`src/rtl/ctl_pulse_pkg.sv`:
```
package ctl_pulse_pkg;

    typedef enum logic [1:0] {
        ST_IDLE = 2'd0,
        ST_HIGH = 2'd1,
        ST_DONE = 2'd2
    } pulse_st_e;

    localparam int unsigned ADDR_W      = 3;
    localparam int unsigned NUM_DUR     = 4;
    localparam int unsigned A_CTRL      = 0;
    localparam int unsigned A_PAT       = 1;
    localparam int unsigned A_DUR_FIRST = 2;

    localparam int unsigned CTRL_EN     = 0;
    localparam int unsigned CTRL_FLAG   = 1;
    localparam int unsigned CTRL_CLR    = 3;

endpackage

```
`src/rtl/ctl_pulse_regs.sv`:
```
module ctl_pulse_regs
    import ctl_pulse_pkg::*;
#(
    parameter int unsigned W       = 16,
    parameter int unsigned PAT_SEL = 7
) (
    input  logic                         clk,
    input  logic                         rst_n,
    input  logic                         wr_en,
    input  logic [ADDR_W-1:0]            wr_addr,
    input  logic [W-1:0]                 wr_data,
    output logic                         en,
    output logic                         flag,
    output logic                         pat_bit,
    output logic [NUM_DUR-1:0][W-1:0]    dur,
    output logic                         irq_clr
);

    localparam logic [ADDR_W-1:0] ADR_CTRL = ADDR_W'(A_CTRL);
    localparam logic [ADDR_W-1:0] ADR_PAT  = ADDR_W'(A_PAT);

    always_ff @(posedge clk) begin
        if (!rst_n) begin
            en   <= 1'b0;
            flag <= 1'b0;
        end else if (wr_en && wr_addr == ADR_CTRL) begin
            en   <= wr_data[CTRL_EN];
            flag <= wr_data[CTRL_FLAG];
        end
    end

    always_ff @(posedge clk) begin
        if (!rst_n) begin
            pat_bit <= 1'b0;
        end else if (wr_en && wr_addr == ADR_PAT) begin
            pat_bit <= wr_data[PAT_SEL];
        end
    end

    for (genvar g = 0; g < NUM_DUR; g++) begin : g_dur
        localparam logic [ADDR_W-1:0] ADR_D = ADDR_W'(int'(A_DUR_FIRST) + g);
        always_ff @(posedge clk) begin
            if (!rst_n) begin
                dur[g] <= '0;
            end else if (wr_en && wr_addr == ADR_D) begin
                dur[g] <= wr_data;
            end
        end
    end

    assign irq_clr = wr_en && (wr_addr == ADR_CTRL) && wr_data[CTRL_CLR];

endmodule

```
`src/rtl/ctl_duty_sel.sv`:
```
module ctl_duty_sel
    import ctl_pulse_pkg::*;
#(
    parameter int unsigned W = 16
) (
    input  logic                      mark_mode,
    input  logic                      flag,
    input  logic                      pat_bit,
    input  logic [NUM_DUR-1:0][W-1:0] dur,
    output logic [W-1:0]              sel_val,
    output logic                      allow
);

    // slot 0..3 hold dur2..dur5
    always_comb begin
        allow   = 1'b1;
        sel_val = '0;
        if (mark_mode) begin
            allow   = !flag;
            sel_val = dur[1];
        end else if (flag) begin
            sel_val = pat_bit ? dur[1] : dur[0];
        end else begin
            sel_val = pat_bit ? dur[3] : dur[2];
        end
    end

endmodule

```
`src/rtl/ctl_pulse_fsm.sv`:
```
module ctl_pulse_fsm
    import ctl_pulse_pkg::*;
#(
    parameter int unsigned W        = 16,
    parameter int unsigned PRESCALE = 2
) (
    input  logic         clk,
    input  logic         rst_n,
    input  logic         en,
    input  logic         ref_in,
    input  logic         allow,
    input  logic [W-1:0] sel_val,
    input  logic         irq_clr,
    output logic         pulse_out,
    output logic         irq,
    output logic [W-1:0] cnt,
    output logic [W-1:0] dur_q
);

    localparam int unsigned PW = (PRESCALE > 1) ? $clog2(PRESCALE) : 1;
    localparam logic [PW-1:0] PRE_LAST = PW'(PRESCALE - 1);

    pulse_st_e     state, nxt;
    logic          ref_q;
    logic          ref_edge;
    logic          launch;
    logic          tick;
    logic [PW-1:0] pre;
    logic [W-1:0]  cnt_inc;

    assign ref_edge = ref_in && !ref_q;
    assign launch   = en && ref_edge && allow && (sel_val != '0);
    assign tick     = (pre == PRE_LAST);
    assign cnt_inc  = cnt + 1'b1;

    always_ff @(posedge clk) begin
        if (!rst_n) ref_q <= 1'b0;
        else        ref_q <= ref_in;
    end

    // state register
    always_ff @(posedge clk) begin
        if (!rst_n) state <= ST_IDLE;
        else        state <= nxt;
    end

    // next-state logic
    always_comb begin
        nxt = state;
        unique case (state)
            ST_IDLE: begin
                if (launch) nxt = ST_HIGH;
            end
            ST_HIGH: begin
                if (!en)                          nxt = ST_IDLE;
                else if (ref_edge)                nxt = launch ? ST_HIGH : ST_IDLE;
                else if (tick && cnt_inc == dur_q) nxt = ST_DONE;
            end
            ST_DONE: begin
                if (!en)           nxt = ST_IDLE;
                else if (ref_edge) nxt = launch ? ST_HIGH : ST_IDLE;
            end
            default: nxt = ST_IDLE;
        endcase
    end

    // tick prescaler and high-time counter
    always_ff @(posedge clk) begin
        if (!rst_n) begin
            pre   <= '0;
            cnt   <= '0;
            dur_q <= '0;
        end else if (!en) begin
            pre <= '0;
            cnt <= '0;
        end else if (launch) begin
            pre   <= '0;
            cnt   <= '0;
            dur_q <= sel_val;
        end else if (state == ST_HIGH) begin
            if (tick) begin
                pre <= '0;
                cnt <= cnt_inc;
            end else begin
                pre <= pre + 1'b1;
            end
        end else begin
            pre <= '0;
            cnt <= '0;
        end
    end

    // sticky interrupt
    always_ff @(posedge clk) begin
        if (!rst_n)                                  irq <= 1'b0;
        else if (en && ref_edge && state == ST_DONE) irq <= 1'b1;
        else if (irq_clr)                            irq <= 1'b0;
    end

    // outputs
    always_comb begin
        pulse_out = (state == ST_HIGH);
    end

endmodule

```
`src/rtl/ctl_pulse_gen.sv`:
```
module ctl_pulse_gen
    import ctl_pulse_pkg::*;
#(
    parameter int unsigned DUTY_W   = 16,
    parameter int unsigned PRESCALE = 2,
    parameter int unsigned PAT_SEL  = 7
) (
    input  logic              clk,
    input  logic              rst_n,
    input  logic              ref_in,
    input  logic              mark_mode,
    input  logic              wr_en,
    input  logic [ADDR_W-1:0] wr_addr,
    input  logic [DUTY_W-1:0] wr_data,
    output logic              pulse_out,
    output logic              irq
);

    logic                           en;
    logic                           duty_flag;
    logic                           pat_bit;
    logic [NUM_DUR-1:0][DUTY_W-1:0] dur;
    logic                           irq_clr;
    logic [DUTY_W-1:0]              sel_val;
    logic                           allow;
    logic [DUTY_W-1:0]              tick_cnt;
    logic [DUTY_W-1:0]              duty_q;

    ctl_pulse_regs #(.W(DUTY_W), .PAT_SEL(PAT_SEL)) regs_i (
        .clk     (clk),
        .rst_n   (rst_n),
        .wr_en   (wr_en),
        .wr_addr (wr_addr),
        .wr_data (wr_data),
        .en      (en),
        .flag    (duty_flag),
        .pat_bit (pat_bit),
        .dur     (dur),
        .irq_clr (irq_clr)
    );

    ctl_duty_sel #(.W(DUTY_W)) sel_i (
        .mark_mode (mark_mode),
        .flag      (duty_flag),
        .pat_bit   (pat_bit),
        .dur       (dur),
        .sel_val   (sel_val),
        .allow     (allow)
    );

    ctl_pulse_fsm #(.W(DUTY_W), .PRESCALE(PRESCALE)) fsm_i (
        .clk       (clk),
        .rst_n     (rst_n),
        .en        (en),
        .ref_in    (ref_in),
        .allow     (allow),
        .sel_val   (sel_val),
        .irq_clr   (irq_clr),
        .pulse_out (pulse_out),
        .irq       (irq),
        .cnt       (tick_cnt),
        .dur_q     (duty_q)
    );

endmodule

```
`config.mk`:
```
export PLATFORM = sky130hd
export DESIGN_NAME = ctl_pulse_gen
export DESIGN_NICKNAME = d
export VERILOG_FILES = /design/src/rtl/ctl_pulse_pkg.sv /design/src/rtl/ctl_pulse_regs.sv /design/src/rtl/ctl_duty_sel.sv /design/src/rtl/ctl_pulse_fsm.sv /design/src/rtl/ctl_pulse_gen.sv
export SDC_FILE = /design/constraint.sdc
export NUM_CORES = 1
export LEC_CHECK = 0
export BUFFER_PORTS_ARGS = -buffer_cell sky130_fd_sc_hd__buf_2
export CELL_PAD_IN_SITES_DETAIL_PLACEMENT = 0
export CELL_PAD_IN_SITES_GLOBAL_PLACEMENT = 1
export CORE_MARGIN = 5
export CORE_UTILIZATION = 47
export DETAILED_ROUTE_END_ITERATION = 6
export PLACE_DENSITY_LB_ADDON = 0.1
export SYNTH_ARGS = -nofsm -noshare
export SYNTH_HDL_FRONTEND = slang
export SYNTH_SLANG_ARGS = --single-unit
```
`constraint.sdc`:
```
create_clock -name clk -period 3 [get_ports clk]
set_input_delay 0.6 -clock clk [delete_from_list [all_inputs] [get_ports clk]]
set_output_delay 0.6 -clock clk [all_outputs]
set_load 0.05 [all_outputs]
```
==> results of run 1 <==
## kinds of logic (layout without fill, tap and decap cells)
family / count (synthesis) / count (layout) / synth area share (%)
and+or+nand+nor: 265 / 265 / 24.38
AOI/OAI and AO/OA: 128 / 128 / 19.61
DFF: 104 / 104 / 41.10
buffers and inverters: 44 / 55 / 4.273
xor gates and xnor gates: 36 / 36 / 6.224
muxes: 21 / 21 / 4.174
adders and majority gates: 1 / 1 / 0.2469
## worst max-delay path, cell delays in order, from the launching register on
cell and delay (ns):
dfxtp_1 0.43, ha_1 0.29, nand3_1 0.23, nor3_1 0.35, a21boi_0 0.25, o2111ai_1 0.14
nor4_1 0.47, a21oi_1 0.13, nor3b_1 0.20
## power by group through the flow
stage | sequential, mW | clock (mW) | combinational [mW]
finish | 1.41 | 0.910 | 0.163
global placement | 1.45 | 0 | 0.161
detailed placement | 1.45 | 0 | 0.164
global route | 1.42 | 0.988 | 0.182
floorplan | 1.44 | 0 | 0.105
CTS | 1.41 | 0.941 | 0.165
## per-stage QoR
stage	setup slack [ns]	cell area (um2)	power [mW]
CTS	0.3581	5472	2.519
detailed placement	0.3639	5269	1.610
finish	0.4178	5472	2.486
global placement	0.4211	5269	1.606
global route	0.1668	5472	2.586
floorplan	0.7080	5066	1.546
## path summary, 6_finish.rpt
check | slack (ns) | cells past startpoint | to
worst max register to register | 0.42 | 8 | fsm_i.state[1]
worst max-delay path | 0.42 | 8 | fsm_i.state[1]
worst min register to register | 0.47 | 2 | regs_i.dur[38]
worst min-delay path | 0.47 | 2 | regs_i.dur[38]
## layer usage
metal / vias to the layer above / track usage (%) / routed length [um]
met2: 55 / 32.74 / 5891
met1: 1936 / 26.39 / 5822
li1: 2072 / - / -
met4: 0 / 5.542 / 73
met3: 6 / 3.767 / 366
met5: - / 0 / 0
## registers in the layout, summed over array words and instances (netlist names), 2 cells and up
| signal | cells |
|---|---|
| regs_i.dur | 64 |
| fsm_i.dur_q | 16 |
| fsm_i.state | 2 |
| fsm_i.cnt | 16 |
## Yosys cell counts (3+ instances only)
master | instances | area, um2
nand3b_1 | 5 | 37.54
nor3b_1 | 4 | 30.03
o21ai_0 | 5 | 25.02
nand2b_1 | 5 | 31.28
nor2_2 | 10 | 62.56
buf_6 | 5 | 56.30
inv_1 | 5 | 18.77
nor4_1 | 5 | 31.28
a221oi_1 | 4 | 35.03
xnor2_1 | 16 | 140.1
nand3_1 | 16 | 80.08
xor2_1 | 20 | 175.2
a22oi_1 | 6 | 45.04
o2bb2ai_1 | 11 | 96.34
clkbuf_1 | 28 | 105.1
a21oi_1 | 7 | 35.03
dfxtp_1 | 104 | 2082
mux2i_1 | 20 | 200.2
nor2_1 | 19 | 71.32
a2bb2oi_1 | 4 | 35.03
nor3_1 | 8 | 40.04
buf_4 | 3 | 22.52
o31ai_1 | 3 | 22.52
nand2_1 | 153 | 574.3
o211ai_1 | 4 | 30.03
o21a_1 | 3 | 22.52
nor2b_1 | 15 | 93.84
a21boi_0 | 65 | 488.0
and3_1 | 4 | 25.02
nand4_1 | 12 | 75.07
## final cells by class
class	count	area share, %
inverters	5	0.3430
well taps	140	3.201
multi-input cells	451	50.58
flip-flops and latches	104	38.05
clock buffers	10	2.515
clock inverters	5	1.189
repair buffers	35	4.116
==> run metrics, run 1 <==
Total Nets Final 631; cell count after placement 735; post-CTS setup repair buffer count 0; Worst Setup SP fsm_i.cnt[1]; share of post-route cells with drive strength above 1 11.31%; Routed Antenna Nets 0; initial detailed-routing violation count 232; register bit total from synthesis 104; Period minus WS final 2.582 ns; Yosys warning total 0; critical path endpoint category flip-flop; setup violation total in the final timing report 0; highest attainable clock frequency 387.3 MHz; final clock skew 0.01661 ns; startpoint of the most critical hold path regs_i.dur[38]; setup repair after global routing missed its margin false; Clock Latency Late Sink 0.37 ns; clock buffer depth 2; Hold Crit Class flip-flop to flip-flop; clk sinks 104; ant diodes 0; Hold Worst Slack 0.4663 ns; number of input and output port buffers inserted 25; slew of the pin with the lowest slew margin 0.8366 ns; Root Buffer Master clkbuf_8; proportion of synthesized chip area in sequential cells 41.10%; row count 38; max_cap viols 0; final design utilization 51.15%; proportion of power drawn by combinational gates 6.6%; vias in the first global route 3996; grt ovf 0; Tot GR Track Use 19.75%; final routed wirelength across all metal layers 12.15 mm; Filler Cells Inserted 1048; area of the core 10700 um2; Critical R2R Launch fsm_i.cnt[1]; netlist area before placement 5066 um2; Storage cell area 2082 um2; Die Y 113.8 um; most common library cell in the layout ignoring fill and taps nand2_1; ratio of final minimum period to clock period 86.07%; count of endpoints failing hold in the final timing report 0; critical setup path kind flip-flop to flip-flop; final slew viol count 0; Boundary Pins 26; Pleak 1.809 nW; most used flip-flop cell after synthesis dfxtp_1; Die Footprint 12960 um2; largest net degree at the start of global routing 55; Worst setup SP type flip-flop; Inserted Clock Buffers 9; detailed-route wire length per cell 16.20 um; Die Width 113.8 um; area used by multi-input combinational logic 2768 um2; Initial Util 47.36%; Internal Dissipation 1.876 mW; H-tree level count 3; placer's final routability congestion estimate 0.8215; clock tree from TritonCTS built; overall via count from detail_route 4069; worst slew margin relative to its limit 44.06%; post-route DRC violation count 0; part of the power in registers 56.8%; share of flip-flops with an asynchronous set or reset 0%; Crit path arrival time 2.87 ns; first-pass GRT wire length 20.40 mm; count of different cell masters after synthesis 54; required time of the critical path 3.29 ns; Switching Power 0.6108 mW; Fin Setup TNS 0 ns; filler-free cell count of the finished design 750; biggest fanout along the worst timing path 6; proportion of total power due to net switching 24.56%; outcome finished clean; synthesis-to-finish area growth 8.002%; worst supply voltage drop on vdd 0.3660 mV; synthesized area per cell 8.458 um2; register clock-pin slew on the reported worst setup and hold paths 0.10 ns; CTS Hold Bufs 0; number of antenna violations at the first check in global routing 0; Detail Placement HPWL 8.786 mm; first-pass iteration count of the detailed router 5; average via count per standard cell 5.425; number of resized instances in the post-cts repair step 0; net count of the mapped netlist 624; number of enable-type register cells in the synthesized netlist 0; PD cells 454.4 nW/um2; most used cells in the layout excluding fill and tap cells nand2_1, dfxtp_1, a21boi_0, buf_2; number of standard cells after synthesis 599; power share of the clock group 36.6%
Power figures use the tool's default switching activity.
==> run 2, diff against run 1 <==
--- a/config.mk
+++ b/config.mk
@@ -12,6 +12,7 @@
 export CORE_UTILIZATION = 47
 export DETAILED_ROUTE_END_ITERATION = 6
 export PLACE_DENSITY_LB_ADDON = 0.1
+export SETUP_SLACK_MARGIN = 0.5
 export SYNTH_ARGS = -nofsm -noshare
 export SYNTH_HDL_FRONTEND = slang
 export SYNTH_SLANG_ARGS = --single-unit
==> run 2 against run 1 <==
  * Count of clock-buffer cells in the layout did not move
  * Worst hold slack improved by 0.00087 ns
  * Sequential power barely moved
  * Sequential share of layout area fell by 0.77 points
==> run metrics, run 2 (synthesis results as in run 1) <==
Critical R2R Launch regs_i.pat_bit; Period minus WS final 2.399 ns (-0.1827 ns); outcome finished clean; most common library cell in the layout ignoring fill and taps nand2_1; setup repair after global routing missed its margin true; Total Nets Final 636 (+0.79%); ratio of final minimum period to clock period 79.98% (-6.1 points); Crit path arrival time 2.69 ns (-0.18 ns); reg2reg end fsm_i.dur_q[13]; Die Footprint 12960 um2 (unchanged); setup violation total in the final timing report 0 (unchanged); Filler Cells Inserted 1048 (unchanged); register ranked first by flip-flop count regs_i.dur; slew of the pin with the lowest slew margin 0.8514 ns (+0.01480 ns); Initial Util 47.36% (unchanged); synthesis-to-finish area growth 10.50%; share of post-route cells with drive strength above 1 14.31% (+3.0 points); worst slew margin relative to its limit 43.07% (-0.99 points); Detail Placement HPWL 8.786 mm (unchanged); CTS Hold Bufs 0 (unchanged); Internal Dissipation 1.879 mW (+0.16%); Regs by FF count regs_i.dur (64), fsm_i.cnt (16), fsm_i.dur_q (16); Routed Antenna Nets 0 (unchanged); Fin Setup TNS 0 ns (unchanged); area of the core 10700 um2 (unchanged); first-pass iteration count of the detailed router 5 (unchanged); PD cells 445.0 nW/um2 (-2.1%); worst supply voltage drop on vdd 0.3663 mV (about the same); overall via count from detail_route 4145 (+1.9%); Clock Latency Late Sink 0.37 ns (about the same); length in cells of the worst reg-to-reg path 10 (+2); sink of the worst hold path fsm_i.dur_q[0]; max_cap viols 0 (unchanged); Inserted Clock Buffers 9 (unchanged); register clock-pin slew on the reported worst setup and hold paths 0.09 ns (about the same); placer's final routability congestion estimate 0.8215 (unchanged); final slew viol count 0 (unchanged); first-pass GRT wire length 20.51 mm (+0.54%); number of antenna violations at the first check in global routing 0 (unchanged); final routed wirelength across all metal layers 12.60 mm (+3.6%); number of flip-flops under the largest register name 64 (unchanged); proportion of total power due to net switching 24.58% (about the same); most used cells in the layout excluding fill and tap cells nand2_1, dfxtp_1, a21boi_0, buf_2, xor2_1; post-route DRC violation count 0 (unchanged); Boundary Pins 26 (unchanged); critical path endpoint category flip-flop; biggest fanout along the worst timing path 12 (+6); H-tree level count 3 (unchanged); part of the power in registers 56.7% (about the same); Die Width 113.8 um (unchanged); vias in the first global route 4040 (+1.1%); average via count per standard cell 5.490 (+1.2%); initial detailed-routing violation count 253 (+9.1%); cell count after placement 735 (unchanged); final clock skew 0.01815 ns (+0.001534 ns); proportion of power drawn by combinational gates 6.8% (+0.2 points); setup slack on the worst flop-to-flop path 0.60 ns (+0.18 ns); clock buffer depth 2 (unchanged); highest attainable clock frequency 416.8 MHz (+7.6%); Root Buffer Master clkbuf_8; Worst setup SP type flip-flop; largest net degree at the start of global routing 55 (unchanged); Tot GR Track Use 19.88% (+0.12 points); count of endpoints failing hold in the final timing report 0 (unchanged); Switching Power 0.6124 mW (+0.27%); Hold Crit Class flip-flop to flip-flop; startpoint of the most critical hold path fsm_i.dur_q[0]; Die Y 113.8 um (unchanged); filler-free cell count of the finished design 755 (+0.67%); Pleak 1.841 nW (+1.7%); required time of the critical path 3.29 ns (about the same); clk sinks 104 (unchanged); row count 38 (unchanged); power share of the clock group 36.4% (-0.2 points); critical setup path kind flip-flop to flip-flop; worst hold path stage count 2 (unchanged); grt ovf 0 (unchanged); clock tree from TritonCTS built; ant diodes 0 (unchanged); number of input and output port buffers inserted 25 (unchanged); detailed-route wire length per cell 16.68 um (+3.0%)
run 2: worst max-delay path: stages (launching register included):
cell and delay [ns]:
dfxtp_4 0.39, buf_12 0.16, and2b_4 0.25, o2bb2ai_1 0.14, a22oi_1 0.32, nand4_1 0.21
o31ai_4 0.26, buf_4 0.18, buf_6 0.15, a221oi_1 0.06, a211oi_2 0.20
run 2: routing by layer:
metal | global-route usage (%) | vias to the layer above | part of all wire (%)
met2 | 32.78 | 70 | 49
met4 | 6.255 | 0 | 1.6
li1 | - | 2092 | -
met1 | 26.40 | 1965 | 47
met3 | 3.820 | 18 | 3.2
met5 | 0 | - | 0
run 2: power groups by stage:
stage | Combinational, mW | Clock (mW) | Sequential [mW]
floorplan | 0.105 | 0 | 1.44
global placement | 0.161 | 0 | 1.45
detailed placement | 0.164 | 0 | 1.45
CTS | 0.165 | 0.941 | 1.41
global route | 0.188 | 0.988 | 1.42
finish | 0.170 | 0.908 | 1.41
run 2: timing repair:
item / in CTS / in global routing
endpoints found under the setup margin: 24 / 35
pin swaps: 2 / 5
setup buffers: 2 / 1
endpoints found under the hold margin: 0 / 0
gates cloned: 0 / 2
gates resized for setup: 3 / 16
run 2: area by class of cell:
type / instances / area [um2] / area share, %
multi-input combinational: 451 / 2826 / 50.49
sequential: 104 / 2087 / 37.28
timing repair buffer: 40 / 287.8 / 5.141
tap: 140 / 175.2 / 3.129
clock buffer: 10 / 137.6 / 2.459
clock inverter: 5 / 65.06 / 1.162
inverter: 5 / 18.77 / 0.3353
run 2: through the flow:
step	hold WS, ns	utilization, %	cell area, um2	worst slack (ns)	power, mW
after floorplan	0.4410	-	5066	0.7080	1.546
after global placement	0.4494	49.25	5269	0.4211	1.606
after detailed placement	0.4547	49.25	5269	0.3639	1.610
after CTS	0.4428	51.42	5500	0.4930	2.519
after global routing	0.4589	52.33	5598	0.4961	2.592
final	0.4672	52.33	5598	0.6005	2.491
run 2: worst max path at each step:
stage	startpoint	end	slack (ns)	cells past startpoint
final	regs_i.pat_bit	fsm_i.dur_q[13]	0.60	10
after global routing	regs_i.pat_bit	fsm_i.cnt[10]	0.50	10
after CTS	fsm_i.cnt[1]	fsm_i.state[1]	0.49	8
after detailed placement	mark_mode	fsm_i.dur_q[13]	0.36	9
after global placement	mark_mode	fsm_i.dur_q[13]	0.42	9
after floorplan	mark_mode	fsm_i.cnt[10]	0.71	8
==> run 3, diff against run 2 <==
--- a/config.mk
+++ b/config.mk
@@ -5,11 +5,12 @@
 export SDC_FILE = /design/constraint.sdc
 export NUM_CORES = 1
 export LEC_CHECK = 0
+export ABC_AREA = 1
 export BUFFER_PORTS_ARGS = -buffer_cell sky130_fd_sc_hd__buf_2
 export CELL_PAD_IN_SITES_DETAIL_PLACEMENT = 0
 export CELL_PAD_IN_SITES_GLOBAL_PLACEMENT = 1
 export CORE_MARGIN = 5
-export CORE_UTILIZATION = 47
+export CORE_UTILIZATION = 43
 export DETAILED_ROUTE_END_ITERATION = 6
 export PLACE_DENSITY_LB_ADDON = 0.1
 export SETUP_SLACK_MARGIN = 0.5
==> constraint.sdc (replaced) <==
create_clock -name clk -period 2.5 [get_ports clk]
set_input_delay 0.5 -clock clk [delete_from_list [all_inputs] [get_ports clk]]
set_output_delay 0.5 -clock clk [all_outputs]
set_load 0.05 [all_outputs]
==> run 3 against run 2 <==
  * Final cell count increased by 30%
  * Register-to-register slack got worse by 0.08 ns
  * Critical path depth grew 5
  * Setup slack worse by 0.084 ns
  * Total power up 38%
  * Final area rose by 16%
  * Largest cell class unchanged
==> run metrics, run 3 <==
Die Y 118.8 um (+4.3%); ant diodes 0 (unchanged); H-tree level count 3 (unchanged); length in cells of the worst reg-to-reg path 15 (+5); final clock skew 0.007538 ns (-0.01061 ns); top-area cell type share of the netlist area 40.93% (-0.16 points); final design utilization 56.31% (+4.0 points); share of post-route cells with drive strength above 1 24.17% (+9.9 points); required time of the critical path 2.77 ns (-0.52 ns); biggest fanout along the worst timing path 8 (-4); Clock Latency Late Sink 0.35 ns (-0.02 ns); Internal Dissipation 2.527 mW (+34%); detailed-route wire length per cell 14.13 um (-15%); worst supply voltage drop on vdd 0.4428 mV (+21%); final worst setup slack 0.5160 ns (-0.08449 ns); number of standard cells after synthesis 794 (+33%); clock buffer depth 2 (unchanged); first-pass iteration count of the detailed router 5 (unchanged); average via count per standard cell 4.983 (-9.2%); Yosys warning total 0 (unchanged); number of flip-flops under the largest register name 64 (unchanged); register ranked first by flip-flop count regs_i.dur; row count 39 (+2.6%); Root Buffer Master clkbuf_16; number of input and output port buffers inserted 25 (unchanged); Crit path arrival time 2.25 ns (-0.44 ns); max_cap viols 0 (unchanged); count of endpoints failing hold in the final timing report 0 (unchanged); power share of the clock group 39.3% (+2.9 points); first-pass GRT wire length 21.78 mm (+6.2%); setup violation total in the final timing report 0 (unchanged); most used cells in the layout excluding fill and tap cells nand2_1, dfxtp_1, inv_1, nor2_1, o21ai_0; most common library cell in the layout ignoring fill and taps nand2_1; Inserted Clock Buffers 9 (unchanged); Post-Place Worst Slack 0.2249 ns (-0.1390 ns); critical setup path kind flip-flop to flip-flop; final slew viol count 0 (unchanged); ratio of final minimum period to clock period 79.36% (-0.62 points); highest attainable clock frequency 504.0 MHz (+21%); Period minus WS final 1.984 ns (-0.4155 ns); Boundary Pins 26 (unchanged); register bit total from synthesis 104 (unchanged); Initial Util 44.17% (-3.2 points); setup slack on the worst flop-to-flop path 0.52 ns (-0.08 ns); biggest area contributors in the synthesized netlist dfxtp_1, nand2_1, o21ai_0; Total Nets Final 861 (+35%); area used by multi-input combinational logic 2893 um2 (+2.3%); Tot GR Track Use 19.03% (-0.85 points); area of the core 11520 um2 (+7.6%); Filler Cells Inserted 1146 (+9.4%); Detail Placement HPWL 9.409 mm (+7.1%); Worst Setup SP regs_i.pat_bit; Hold Worst Slack 0.3381 ns (-0.1291 ns); post-route DRC violation count 0 (unchanged); Switching Power 0.9111 mW (+49%); share of flip-flops with an asynchronous set or reset 0% (unchanged); number of enable-type register cells in the synthesized netlist 0 (unchanged); clk sinks 104 (unchanged); filler-free cell count of the finished design 983 (+30%); total power consumption of the routed design 3.438 mW (+38%); outcome finished clean; slew of the pin with the lowest slew margin 0.8363 ns (-0.01513 ns); grt ovf 0 (unchanged); net count of the mapped netlist 819 (+31%); PD cells 530.1 nW/um2 (+19%); register clock-pin slew on the reported worst setup and hold paths 0.07 ns (-0.02 ns); synth cell count leaders nand2_1, dfxtp_1, inv_1; Layout Cell Area excl Fill 6485 um2 (+16%); instance area after placement 5390 um2 (+2.3%); cell count after placement 947 (+29%); Worst Setup EP fsm_i.cnt[2]; final routed wirelength across all metal layers 13.89 mm (+10%); most used flip-flop cell after synthesis dfxtp_1; clock tree from TritonCTS built; synthesized area per cell 6.406 um2 (-24%); largest net degree at the start of global routing 83 (+51%); synthesis-to-finish area growth 27.50%; part of the power in registers 50.1% (-6.6 points); netlist area before placement 5086 um2 (+0.40%); Routed Antenna Nets 0 (unchanged); Pleak 2.576 nW (+40%); overall via count from detail_route 4898 (+18%); setup repair after global routing missed its margin true; Die Footprint 14100 um2 (+8.9%); Die Width 118.8 um (+4.3%); proportion of total power due to net switching 26.50% (+1.9 points); placer's final routability congestion estimate 0.8240 (+0.30%); area leader, netlist dfxtp_1; worst slew margin relative to its limit 44.25% (+1.2 points); Fin Setup TNS 0 ns (unchanged); initial detailed-routing violation count 403 (+59%); vias in the first global route 4491 (+11%); Hold Crit Class input port to flip-flop; Storage cell area 2098 um2 (+0.54%); proportion of synthesized chip area in sequential cells 40.93% (-0.16 points); Worst setup SP type flip-flop; count of different cell masters after synthesis 25 (-54%); critical path endpoint category flip-flop; Critical R2R Launch regs_i.pat_bit; number of antenna violations at the first check in global routing 0 (unchanged); Regs by FF count regs_i.dur (64), fsm_i.cnt (16), fsm_i.dur_q (16); reg2reg end fsm_i.cnt[2]; proportion of power drawn by combinational gates 10.5% (+3.7 points); most repeated cell in the gate-level netlist after synthesis nand2_1
-- run 3: changes by cell type after synthesis, moves of 11 or more --
cell       previous run  this run
o2bb2ai_1            11         0
inv_1                 5        97
xnor2_1              16         1
o21ai_0               5        76
nor2_1               19        95
nand2_1             153       208
mux2i_1              20         0
a21oi_1               7        72
nor2b_1              15         0
xor2_1               20         0
nand3_1              16        62
o21ai_1               0        18
a21boi_0             65         0
-- run 3: how the worst min path moves through the flow --
stage | cells past startpoint | from | endpoint
2_1_floorplan | 2 | regs_i.dur[24] | regs_i.dur[24]
3_3_place_gp | 2 | regs_i.dur[22] | regs_i.dur[22]
3_5_place_dp | 2 | regs_i.dur[20] | regs_i.dur[20]
4_1_cts | 3 | ref_in | fsm_i.ref_q
5_1_grt | 3 | ref_in | fsm_i.ref_q
6_report | 3 | ref_in | fsm_i.ref_q
-- run 3: power by group through the flow --
stage	logic [mW]	clock network, mW	registers [mW]
finish	0.362	1.35	1.72
global route	0.406	1.46	1.73
floorplan	0.185	0	1.76
global placement	0.269	0	1.76
CTS	0.282	1.39	1.72
detailed placement	0.274	0	1.76
-- run 3: cells by family after synthesis --
kind of cell,after synthesis,synth area share [%]
xor gates and xnor gates,1,0.1722
DFF,104,40.93
adders and majority gates,1,0.2460
buffers and inverters,135,10.68
AOI/OAI and AO/OA,177,18.18
and+or+nand+nor,376,29.79
-- run 3: layout make-up --
cell class	count	share of cell area, %
Inverter	102	6.135
Sequential cell	104	32.36
Timing Repair Buffer	64	9.859
Tap cell	143	2.759
Clock inverter	6	0.8103
Multi-Input combinational cell	555	44.61
Clock buffer	9	3.473
-- run 3: worst max-delay path, stage by stage (launching register included) --
cell	delay, ns
dfxtp_4	0.41
inv_8	0.09
clkbuf_16	0.16
nand2_4	0.05
nand3_2	0.06
nand2_2	0.07
nand2_2	0.06
nand2_2	0.06
nor2_1	0.10
nand2_1	0.06
nor2_1	0.15
nand2_2	0.12
nand2_8	0.13
nand2_8	0.08
buf_12	0.15
a211oi_2	0.13
-- run 3: per-layer routing --
metal	global-route usage, %	part of all wire (%)	routed length, um
met4	3.910	1.3	184
met1	23.69	45	6273
met3	4.489	2.8	387
met2	33.61	51	7047
met5	0	0	0
-- run 3: what timing repair did --
item,CTS,global route
hold buffers,0,0
setup buffers,0,14
pin swaps,0,32
resized for setup,25,129
setup endpoints to repair,35,35
gates cloned,0,7
endpoints found under the hold margin,0,0
